`src/rtl/tmr_pkg.sv`:
```
package tmr_pkg;
  localparam int NCH    = 2;
  localparam int ADDR_W = 3;

  localparam int A_MODE = 0;
  localparam int A_T0L  = 1;
  localparam int A_T0H  = 2;
  localparam int A_T1L  = 3;
  localparam int A_T1H  = 4;

  typedef enum logic [1:0] {
    TM_13     = 2'b00,
    TM_16     = 2'b01,
    TM_RELOAD = 2'b10,
    TM_SPLIT  = 2'b11
  } tmr_mode_e;
endpackage

```
`src/rtl/tmr_pin_edge.sv`:
```
module tmr_pin_edge #(
  parameter int STAGES = 2
) (
  input  logic clk,
  input  logic rst,
  input  logic pin,
  output logic fall
);
  logic [STAGES-1:0] sync_q;
  logic              prev_q;

  always_ff @(posedge clk) begin
    if (rst) begin
      sync_q <= '0;
      prev_q <= 1'b0;
    end else begin
      sync_q <= {sync_q[STAGES-2:0], pin};
      prev_q <= sync_q[STAGES-1];
    end
  end

  // a 1-to-0 change between consecutive synchronized samples
  assign fall = prev_q & ~sync_q[STAGES-1];
endmodule

```
`src/rtl/tmr_channel.sv`:
```
module tmr_channel
  import tmr_pkg::*;
#(
  parameter int W        = 8,
  parameter int PRE      = 5,
  parameter bit SPLIT_OK = 1'b1
) (
  input  logic         clk,
  input  logic         rst,
  input  tmr_mode_e    mode,
  input  logic         inc,
  input  logic         inc_hi,
  input  logic         wr_lo,
  input  logic         wr_hi,
  input  logic [W-1:0] wdata,
  output logic [W-1:0] lo_q,
  output logic [W-1:0] hi_q,
  output logic         evt_lo,
  output logic         evt_hi
);
  logic [W-1:0] lo_n, hi_n;

  always_comb begin
    lo_n   = lo_q;
    hi_n   = hi_q;
    evt_lo = 1'b0;
    evt_hi = 1'b0;
    case (mode)
      TM_13: if (inc) begin
        lo_n[PRE-1:0] = lo_q[PRE-1:0] + 1'b1;
        if (&lo_q[PRE-1:0]) begin
          hi_n = hi_q + 1'b1;
          if (&hi_q) evt_lo = 1'b1;
        end
      end
      TM_16: if (inc) begin
        {hi_n, lo_n} = {hi_q, lo_q} + 1'b1;
        if (&{hi_q, lo_q}) evt_lo = 1'b1;
      end
      TM_RELOAD: if (inc) begin
        if (&lo_q) begin
          lo_n   = hi_q;
          evt_lo = 1'b1;
        end else begin
          lo_n = lo_q + 1'b1;
        end
      end
      default: if (SPLIT_OK) begin
        if (inc) begin
          lo_n   = lo_q + 1'b1;
          evt_lo = &lo_q;
        end
        if (inc_hi) begin
          hi_n   = hi_q + 1'b1;
          evt_hi = &hi_q;
        end
      end
    endcase

    // software writes override counting
    if (mode == TM_SPLIT && SPLIT_OK) begin
      if (wr_lo) begin
        lo_n   = wdata;
        evt_lo = 1'b0;
      end
      if (wr_hi) begin
        hi_n   = wdata;
        evt_hi = 1'b0;
      end
    end else if (wr_lo || wr_hi) begin
      lo_n   = wr_lo ? wdata : lo_q;
      hi_n   = wr_hi ? wdata : hi_q;
      evt_lo = 1'b0;
      evt_hi = 1'b0;
    end
  end

  always_ff @(posedge clk) begin
    if (rst) begin
      lo_q <= '0;
      hi_q <= '0;
    end else begin
      lo_q <= lo_n;
      hi_q <= hi_n;
    end
  end
endmodule

```
`src/rtl/dual_tmr_cnt.sv`:
```
module dual_tmr_cnt
  import tmr_pkg::*;
#(
  parameter int BYTE_W      = 8,
  parameter int PRE_BITS    = 5,
  parameter int SYNC_STAGES = 2
) (
  input  logic              clk,
  input  logic              rst,
  input  logic              prescale_tick,
  input  logic [NCH-1:0]    run,
  input  logic [NCH-1:0]    clksel,
  input  logic [NCH-1:0]    gate_in,
  input  logic [NCH-1:0]    gate_pol,
  input  logic [NCH-1:0]    cnt_pin,
  input  logic [NCH-1:0]    ovf_clr,
  input  logic              reg_wr_en,
  input  logic [ADDR_W-1:0] reg_addr,
  input  logic [BYTE_W-1:0] reg_wdata,
  output logic [BYTE_W-1:0] reg_rdata,
  output logic [NCH-1:0]    ovf
);
  localparam int FLD_W  = 4;
  localparam int MODE_W = FLD_W * NCH;

  logic [MODE_W-1:0] mode_q;
  logic [NCH-1:0]    fall, int_tick, gate_ok, tick;
  logic [NCH-1:0]    inc, inc_hi, wr_lo, wr_hi, evt_lo, evt_hi, ovf_set;
  logic [BYTE_W-1:0] lo_w [NCH];
  logic [BYTE_W-1:0] hi_w [NCH];
  logic              t0_split;

  assign t0_split = (mode_q[1:0] == TM_SPLIT);

  always_ff @(posedge clk) begin
    if (rst) mode_q <= '0;
    else if (reg_wr_en && reg_addr == ADDR_W'(A_MODE)) mode_q <= reg_wdata[MODE_W-1:0];
  end

  for (genvar c = 0; c < NCH; c++) begin : g_ch
    logic [FLD_W-1:0] fld;
    assign fld = mode_q[FLD_W*c +: FLD_W];

    tmr_pin_edge #(.STAGES(SYNC_STAGES)) u_edge (
      .clk  (clk),
      .rst  (rst),
      .pin  (cnt_pin[c]),
      .fall (fall[c])
    );

    assign int_tick[c] = clksel[c] | prescale_tick;
    assign gate_ok[c]  = ~fld[3] | (gate_in[c] ~^ gate_pol[c]);
    assign tick[c]     = run[c] & gate_ok[c] & (fld[2] ? fall[c] : int_tick[c]);
    assign wr_lo[c]    = reg_wr_en && (reg_addr == ADDR_W'(A_T0L + 2*c));
    assign wr_hi[c]    = reg_wr_en && (reg_addr == ADDR_W'(A_T0H + 2*c));

    tmr_channel #(.W(BYTE_W), .PRE(PRE_BITS), .SPLIT_OK(c == 0)) u_chan (
      .clk    (clk),
      .rst    (rst),
      .mode   (tmr_mode_e'(fld[1:0])),
      .inc    (inc[c]),
      .inc_hi (inc_hi[c]),
      .wr_lo  (wr_lo[c]),
      .wr_hi  (wr_hi[c]),
      .wdata  (reg_wdata),
      .lo_q   (lo_w[c]),
      .hi_q   (hi_w[c]),
      .evt_lo (evt_lo[c]),
      .evt_hi (evt_hi[c])
    );
  end

  // channel 0 high byte borrows channel 1 controls in split mode; channel 1 then holds
  assign inc[0]     = tick[0];
  assign inc[1]     = tick[1] & ~t0_split;
  assign inc_hi[0]  = run[1] & int_tick[1];
  assign inc_hi[1]  = 1'b0;
  assign ovf_set[0] = evt_lo[0];
  assign ovf_set[1] = t0_split ? evt_hi[0] : (evt_lo[1] | evt_hi[1]);

  always_ff @(posedge clk) begin
    if (rst) ovf <= '0;
    else     ovf <= ovf_set | (ovf & ~ovf_clr);
  end

  always_ff @(posedge clk) begin
    if (rst) begin
      reg_rdata <= '0;
    end else begin
      case (reg_addr)
        ADDR_W'(A_MODE): reg_rdata <= BYTE_W'(mode_q);
        ADDR_W'(A_T0L):  reg_rdata <= lo_w[0];
        ADDR_W'(A_T0H):  reg_rdata <= hi_w[0];
        ADDR_W'(A_T1L):  reg_rdata <= lo_w[1];
        ADDR_W'(A_T1H):  reg_rdata <= hi_w[1];
        default:         reg_rdata <= '0;
      endcase
    end
  end
endmodule

```
`config.mk`:
```
export PLATFORM = sky130hd
export DESIGN_NAME = dual_tmr_cnt
export DESIGN_NICKNAME = d
export VERILOG_FILES = /design/src/rtl/tmr_pkg.sv /design/src/rtl/tmr_pin_edge.sv /design/src/rtl/tmr_channel.sv /design/src/rtl/dual_tmr_cnt.sv
export SDC_FILE = /design/constraint.sdc
export NUM_CORES = 1
export LEC_CHECK = 0
export CAP_MARGIN = 20
export CORE_MARGIN = 5
export CORE_UTILIZATION = 55
export CTS_BUF_LIST = sky130_fd_sc_hd__clkbuf_16
export CTS_CLUSTER_SIZE = 10
export DETAILED_ROUTE_END_ITERATION = 10
export DONT_BUFFER_PORTS = 1
export PLACE_DENSITY = 0.7
export SYNTH_ARGS = -nofsm -noshare
export SYNTH_HDL_FRONTEND = slang
export SYNTH_SLANG_ARGS = --single-unit
```
`constraint.sdc`:
```
create_clock -name clk -period 3.36 [get_ports clk]
set_input_delay 1.008 -clock clk [delete_from_list [all_inputs] [get_ports clk]]
set_output_delay 1.008 -clock clk [all_outputs]
set_load 0.02 [all_outputs]
```
==> flow_metrics.tcl, run 1 <==
set metrics [dict create \
    timing.critical_path.to_type "flip-flop" \
    drt-wirelength-per-cell_um 21.0 \
    worst_setup_sp_type "flip-flop" \
    relSlewSlack_pct 43.7 \
    rr_endpoint "g_ch[0].u_chan.hi_q[1]" \
    final-max-slew-violation-count 0 \
    finalCoreUtilization_pct 57.9 \
    synthXorXnorAreaFrac_pct 3.09 \
    routed-wl-met2_mm 6.13 \
    synth_top_family_by_area "compound AO/OA/AOI/OAI gates" \
    synth-edff-count 0 \
    antenna_left 0 \
    worstSkewPairLatency_ps 300 \
    rrSetupSlack_ps 630 \
    syn-instance-count 573 \
    vias_after_detailed_routing 4438 \
    min-delay-path-class "flip-flop to flip-flop" \
    detailedPlacementHpwl_mm 9.66 \
    core_um2 7610 \
    post-synth-top-count-cell "sky130_fd_sc_hd__nand2_1" \
    total_standard_cell_area_after_synthesis_um2 4250 \
    clkSlewWorstSetupHoldPaths_ps 80 \
    drt-pass1-iter-count 5 \
    grt_setup_unrepaired "no" \
    post-route-cell-area_um2 4400 \
    clock-sinks 56 \
    finalSetupViolCount 0 \
    fill_cells 727 \
    reg2reg_from "g_ch[0].u_chan.lo_q[0]" \
    cts.root.buffer_cell "sky130_fd_sc_hd__clkbuf_16" \
    grt_antenna_before_repair 0 \
    postSynthRegisterBits 56 \
    muxShareOfSynthArea_pct 4.04 \
    hold-path-cell-count 1 \
    core.rowCount 32 \
    gp_congestion 0.965 \
    worst_pin_slew_ps 844 \
    yosys.area.top_type_share_pct 26.4 \
    placed_area_um2 4240 \
    area_growth_pct 3.68 \
    leading_register_cell_type_out_of_synthesis "sky130_fd_sc_hd__dfxtp_1" \
    die_w_um 97.9 \
    grt_pass1_vias 4023 \
    num-nets-final 587 \
    met1_length_mm 5.57 \
    hold_viol 0 \
    initial_core_utilization_pct 55.8 \
    worst_hold_slack_ps 441 \
    met3WireLength_mm 1.42 \
    synth-adder-area-share_pct 3.24 \
    numPortBuffers 0 \
    drt-vias-per-instance 6.81 \
    cp_max_fo 8 \
    timing_worst_setup_path_type "flip-flop to flip-flop" \
    power.density_cell_area_nw_per_um2 351 \
    critical_path_arrival_ps 2920 \
    max_cap_viol_count 0 \
    clock_tree.htree_level_count 2 \
    min_period_over_period_pct 81.1 \
    numCtsBuffers 5 \
    layout-drive-gt1-share_pct 6.55 \
    achievable-frequency_mhz 367 \
    ff2ff_path_depth 8 \
    cts.repair.resized 0 \
    static-leakage-power_nw 1.45 \
    seqCellArea_um2 1120 \
    worst_ir_drop_vdd_mv 0.219 \
    highest_signal_layer "met4" \
    post_cts_hold_buffer_count 0 \
    synth.distinct_cells 72 \
    synth_seq_area_share_pct 26.4 \
    timing.hold.worst.start "g_ch[0].u_edge.sync_q[0]" \
    multi_input_logic_area_um2 2850 \
    syn_nets 611 \
    netlist.top_cell.by_area "sky130_fd_sc_hd__dfxtp_1" \
    outcome "completed" \
    worst_clock_skew_ps 8.82 \
    diodes 0 \
    grt.total_usage_pct 27.8 \
    worstHoldEndpoint "g_ch[0].u_edge.sync_q[1]" \
    drt_drc_violations_left 0 \
    synthTopCellsByArea "sky130_fd_sc_hd__dfxtp_1, sky130_fd_sc_hd__a21oi_1, sky130_fd_sc_hd__nand2_1, sky130_fd_sc_hd__nor2_1, sky130_fd_sc_hd__o21ai_0" \
    synth.yosys.warnings 0 \
    post_synth_most_frequent_cells "sky130_fd_sc_hd__nand2_1, sky130_fd_sc_hd__a21oi_1, sky130_fd_sc_hd__nor2_1, sky130_fd_sc_hd__dfxtp_1, sky130_fd_sc_hd__o21ai_0" \
    cts_setup_buffers 0 \
    route.final.wire_length_mm 13.7 \
    total_die_area_um2 9580 \
    die-height_um 97.9 \
    global_route_wire_length_before_repair_mm 21.6 \
    drt_first_iter_violations 480 \
    boundaryPins 37 \
    cts_buffer_depth 2 \
    tritoncts "done" \
    setup-tns-final_ps 0 \
    gr-total-overflow 0 \
    area_fraction_in_compound_gates_after_synthesis_pct 30.1 \
    finalCriticalPeriod_ps 2730 \
    timing.critical_path.required_ps 3560 \
    post_synth.cell_area_avg_um2 7.41 \
    pin_count_of_the_biggest_net_entering_global_routing 45 \
    ys_async_sr_fraction_pct 0 \
    post_synth_and_or_nand_nor_area_fraction_pct 26.5 \
]
## through the flow
stage,setup slack [ps],cells,power (mW)
final,635,652,1.55
after global routing,560,652,1.61
after global placement,596,644,0.938
after detailed placement,535,644,0.942
after floorplan,692,573,0.911
after CTS,718,652,1.55
## layer usage
layer	GRT usage [%]	up-vias
met5	0	-
met4	12.7	0
met3	6.29	51
met2	43.5	252
met1	36.5	2046
li1	-	2089
## worst max-delay path, cell delays in order (launching register included)
cell                      delay (ps)
sky130_fd_sc_hd__dfxtp_1         520
sky130_fd_sc_hd__ha_1            360
sky130_fd_sc_hd__and3_1          200
sky130_fd_sc_hd__ha_1            220
sky130_fd_sc_hd__nor2b_1         520
sky130_fd_sc_hd__nand2_1         220
sky130_fd_sc_hd__mux2i_1         200
sky130_fd_sc_hd__o22ai_1         100
sky130_fd_sc_hd__a31o_2          280
## where the power goes
group          switching (mW)  internal, mW
sequential             0.0528         0.688
combinational           0.111        0.0821
clock                   0.260         0.353
## kinds of logic after synthesis
group                      count (synthesis)
buffers and inverters                     56
and+or+nand+nor                          224
muxes                                     17
xor gates and xnor gates                  15
DFF                                       56
AOI/OAI and AO/OA                        194
adders and majority gates                 11
## cell type report
cell class	count	share of cell area, %
Clock buffer	5	2.84
Clock inverter	3	0.966
Inverter	14	1.19
Multi-Input combinational cell	461	64.8
Sequential cell	56	25.5
Tap cell	102	2.90
Timing Repair Buffer	11	1.88
## state kept, by name, indices dropped and copies added, names as in the netlist
| name | count |
|---|---|
| mode_q | 8 |
| ovf | 2 |
| g_ch.u_chan.lo_q | 16 |
| g_ch.u_edge.sync_q | 4 |
| g_ch.u_edge.prev_q | 2 |
| reg_rdata | 8 |
| g_ch.u_chan.hi_q | 16 |
## layout by cell type (no fill, tap or decap), types with 7 or more instances in the layout
cell type / instances
sky130_fd_sc_hd__nor3_1: 10
sky130_fd_sc_hd__a21oi_1: 59
sky130_fd_sc_hd__mux2i_1: 16
sky130_fd_sc_hd__a221oi_1: 9
sky130_fd_sc_hd__inv_1: 15
sky130_fd_sc_hd__a22oi_1: 13
sky130_fd_sc_hd__nand3_1: 33
sky130_fd_sc_hd__dfxtp_1: 56
sky130_fd_sc_hd__o21ai_0: 35
sky130_fd_sc_hd__nand4_1: 9
sky130_fd_sc_hd__xnor2_1: 10
sky130_fd_sc_hd__a31oi_1: 11
sky130_fd_sc_hd__nor2_1: 58
sky130_fd_sc_hd__and3_1: 9
sky130_fd_sc_hd__or3_1: 8
sky130_fd_sc_hd__nand2_1: 60
sky130_fd_sc_hd__buf_4: 11
sky130_fd_sc_hd__nor2b_1: 9
sky130_fd_sc_hd__o22ai_1: 7
sky130_fd_sc_hd__ha_1: 11
## how the worst max path moves through the flow
| stage | to | slack, ps | start | cells after the start |
|---|---|---|---|---|
| floorplan | g_ch[0].u_chan.lo_q[5] | 690 | gate_pol[0] | 6 |
| global placement | g_ch[0].u_chan.lo_q[5] | 600 | gate_pol[0] | 6 |
| detailed placement | g_ch[0].u_chan.lo_q[5] | 530 | gate_pol[0] | 6 |
| CTS | g_ch[0].u_chan.hi_q[1] | 720 | g_ch[0].u_chan.lo_q[0] | 8 |
| global route | g_ch[0].u_chan.hi_q[1] | 560 | g_ch[0].u_chan.lo_q[0] | 8 |
| finish | g_ch[0].u_chan.hi_q[1] | 630 | g_ch[0].u_chan.lo_q[0] | 8 |
(Power assumes the default switching activity.)
==> run 2, diff against run 1 <==
==> constraint.sdc (replaced) <==
create_clock -name clk -period 2.85 [get_ports clk]
set_input_delay 0.855 -clock clk [delete_from_list [all_inputs] [get_ports clk]]
set_output_delay 0.855 -clock clk [all_outputs]
set_load 0.02 [all_outputs]
==> flow_metrics.tcl, run 2 (synthesized netlist as in run 1, its figures left out) <==
set metrics [dict create \
    outcome "completed" \
    rrSetupSlack_ps 610 \
    core.rowCount 32 \
    layout-drive-gt1-share_pct 8.38 \
    worstHoldEndpoint "g_ch[0].u_edge.sync_q[1]" \
    worst_setup_sp_type "input pin" \
    layout.cells.most_common "sky130_fd_sc_hd__nand2_1" \
    post_cts_hold_buffer_count 0 \
    worst_clock_skew_ps 3.33 \
    clkSlewWorstSetupHoldPaths_ps 70 \
    min-delay-path-class "flip-flop to flip-flop" \
    max_cap_viol_count 0 \
    drt-pass1-iter-count 8 \
    cts.root.buffer_cell "sky130_fd_sc_hd__clkbuf_16" \
    finalCoreUtilization_pct 59.0 \
    route.final.wire_length_mm 13.9 \
    ff2ff_path_depth 8 \
    clock-sinks 56 \
    total_die_area_um2 9580 \
    drt-vias-per-instance 6.95 \
    cp_max_fo 8 \
    drt-wirelength-per-cell_um 21.0 \
    area_growth_pct 5.63 \
    detailedPlacementHpwl_mm 9.72 \
    finalCriticalPeriod_ps 2350 \
    cts_buffer_depth 2 \
    cts.repair.resized 0 \
    biggestRegsByFlops "g_ch.u_chan.hi_q (16), g_ch.u_chan.lo_q (16)" \
    vias_after_detailed_routing 4608 \
    final_cells 663 \
    drt_drc_violations_left 0 \
    grt_setup_unrepaired "no" \
    cts_setup_buffers 0 \
    drt_first_iter_violations 557 \
    num-nets-final 598 \
    placed_cells_incl_taps 655 \
    gr-total-overflow 0 \
    final-max-slew-violation-count 0 \
    numPortBuffers 0 \
    worstSkewPairLatency_ps 300 \
    hold-path-cell-count 1 \
    worst_ir_drop_vdd_mv 0.241 \
    grt.total_usage_pct 28.5 \
    setup-tns-final_ps 0 \
    power.density_cell_area_nw_per_um2 408 \
    core_um2 7610 \
    reg2reg_from "g_ch[1].u_chan.lo_q[1]" \
    timing_worst_setup_path_type "input pin to flip-flop" \
    grt_antenna_before_repair 0 \
    relSlewSlack_pct 49.7 \
    hold_viol 0 \
    worst_pin_slew_ps 752 \
    global_route_wire_length_before_repair_mm 22.3 \
    timing.critical_path.required_ps 3030 \
    numCtsBuffers 5 \
    finalSetupViolCount 0 \
    clock_tree.htree_level_count 2 \
    rr_endpoint "g_ch[1].u_chan.hi_q[3]" \
    timing.critical_path.to_type "flip-flop" \
    achievable-frequency_mhz 425 \
    pin_count_of_the_biggest_net_entering_global_routing 45 \
    most-common-layout-cells "sky130_fd_sc_hd__nand2_1, sky130_fd_sc_hd__a21oi_1, sky130_fd_sc_hd__nor2_1" \
    critical_path_arrival_ps 2530 \
    gp_congestion 0.991 \
    boundaryPins 37 \
    initial_core_utilization_pct 55.8 \
    grt_pass1_vias 4188 \
    die_w_um 97.9 \
    die-height_um 97.9 \
    static-leakage-power_nw 1.50 \
    min_period_over_period_pct 82.6 \
    timing.hold.worst.start "g_ch[0].u_edge.sync_q[0]" \
    diodes 0 \
    antenna_left 0 \
    tritoncts "done" \
]
run 2: power by group:
part	internal, mW	switching (mW)	leakage [nW]	total, mW
clock network	0.414	0.301	0.0814	0.716
registers	0.811	0.0490	0.455	0.860
logic	0.106	0.148	0.963	0.253
run 2: worst max-delay path by stage:
stage | from | to | slack [ps] | cells after the start
CTS | gate_pol[0] | g_ch[0].u_chan.lo_q[5] | 520 | 6
finish | gate_pol[0] | g_ch[0].u_chan.lo_q[5] | 500 | 6
detailed placement | gate_pol[0] | g_ch[0].u_chan.lo_q[5] | 200 | 6
floorplan | gate_pol[0] | g_ch[0].u_chan.lo_q[5] | 330 | 6
global route | gate_pol[0] | g_ch[0].u_chan.lo_q[5] | 430 | 6
global placement | gate_pol[0] | g_ch[0].u_chan.lo_q[5] | 240 | 6
run 2: worst max-delay path, stage by stage:
cell	delay (ps)
sky130_fd_sc_hd__xor2_1	160
sky130_fd_sc_hd__a221o_2	500
sky130_fd_sc_hd__or3_4	430
sky130_fd_sc_hd__a31o_1	220
sky130_fd_sc_hd__a221oi_1	240
sky130_fd_sc_hd__o22ai_1	110
run 2: per-stage QoR:
step / setup slack [ps] / power [mW] / cell area [um2] / hold slack (ps)
after global placement: 236 / 1.12 / 4320 / 414
after floorplan: 335 / 1.07 / 4250 / 414
after CTS: 516 / 1.82 / 4490 / 437
after global routing: 434 / 1.90 / 4490 / 454
after detailed placement: 203 / 1.12 / 4320 / 420
final: 496 / 1.83 / 4490 / 438
run 2: layout make-up:
| class | instances | area (um2) |
|---|---|---|
| timing repair buffer | 22 | 165 |
| clock buffer | 5 | 125 |
| sequential | 56 | 1120 |
| inverter | 14 | 52.6 |
| clock inverter | 3 | 42.5 |
| multi-input combinational | 461 | 2850 |
| fill | 718 | 3120 |
| tap | 102 | 128 |
run 2: routing by layer:
metal	part of all wire [%]	global-route usage (%)	vias up
met4	4.3	11.7	0
met5	0	0	-
met3	12	5.43	50
li1	-	-	2102
met1	39	38.3	2140
met2	45	44.8	316
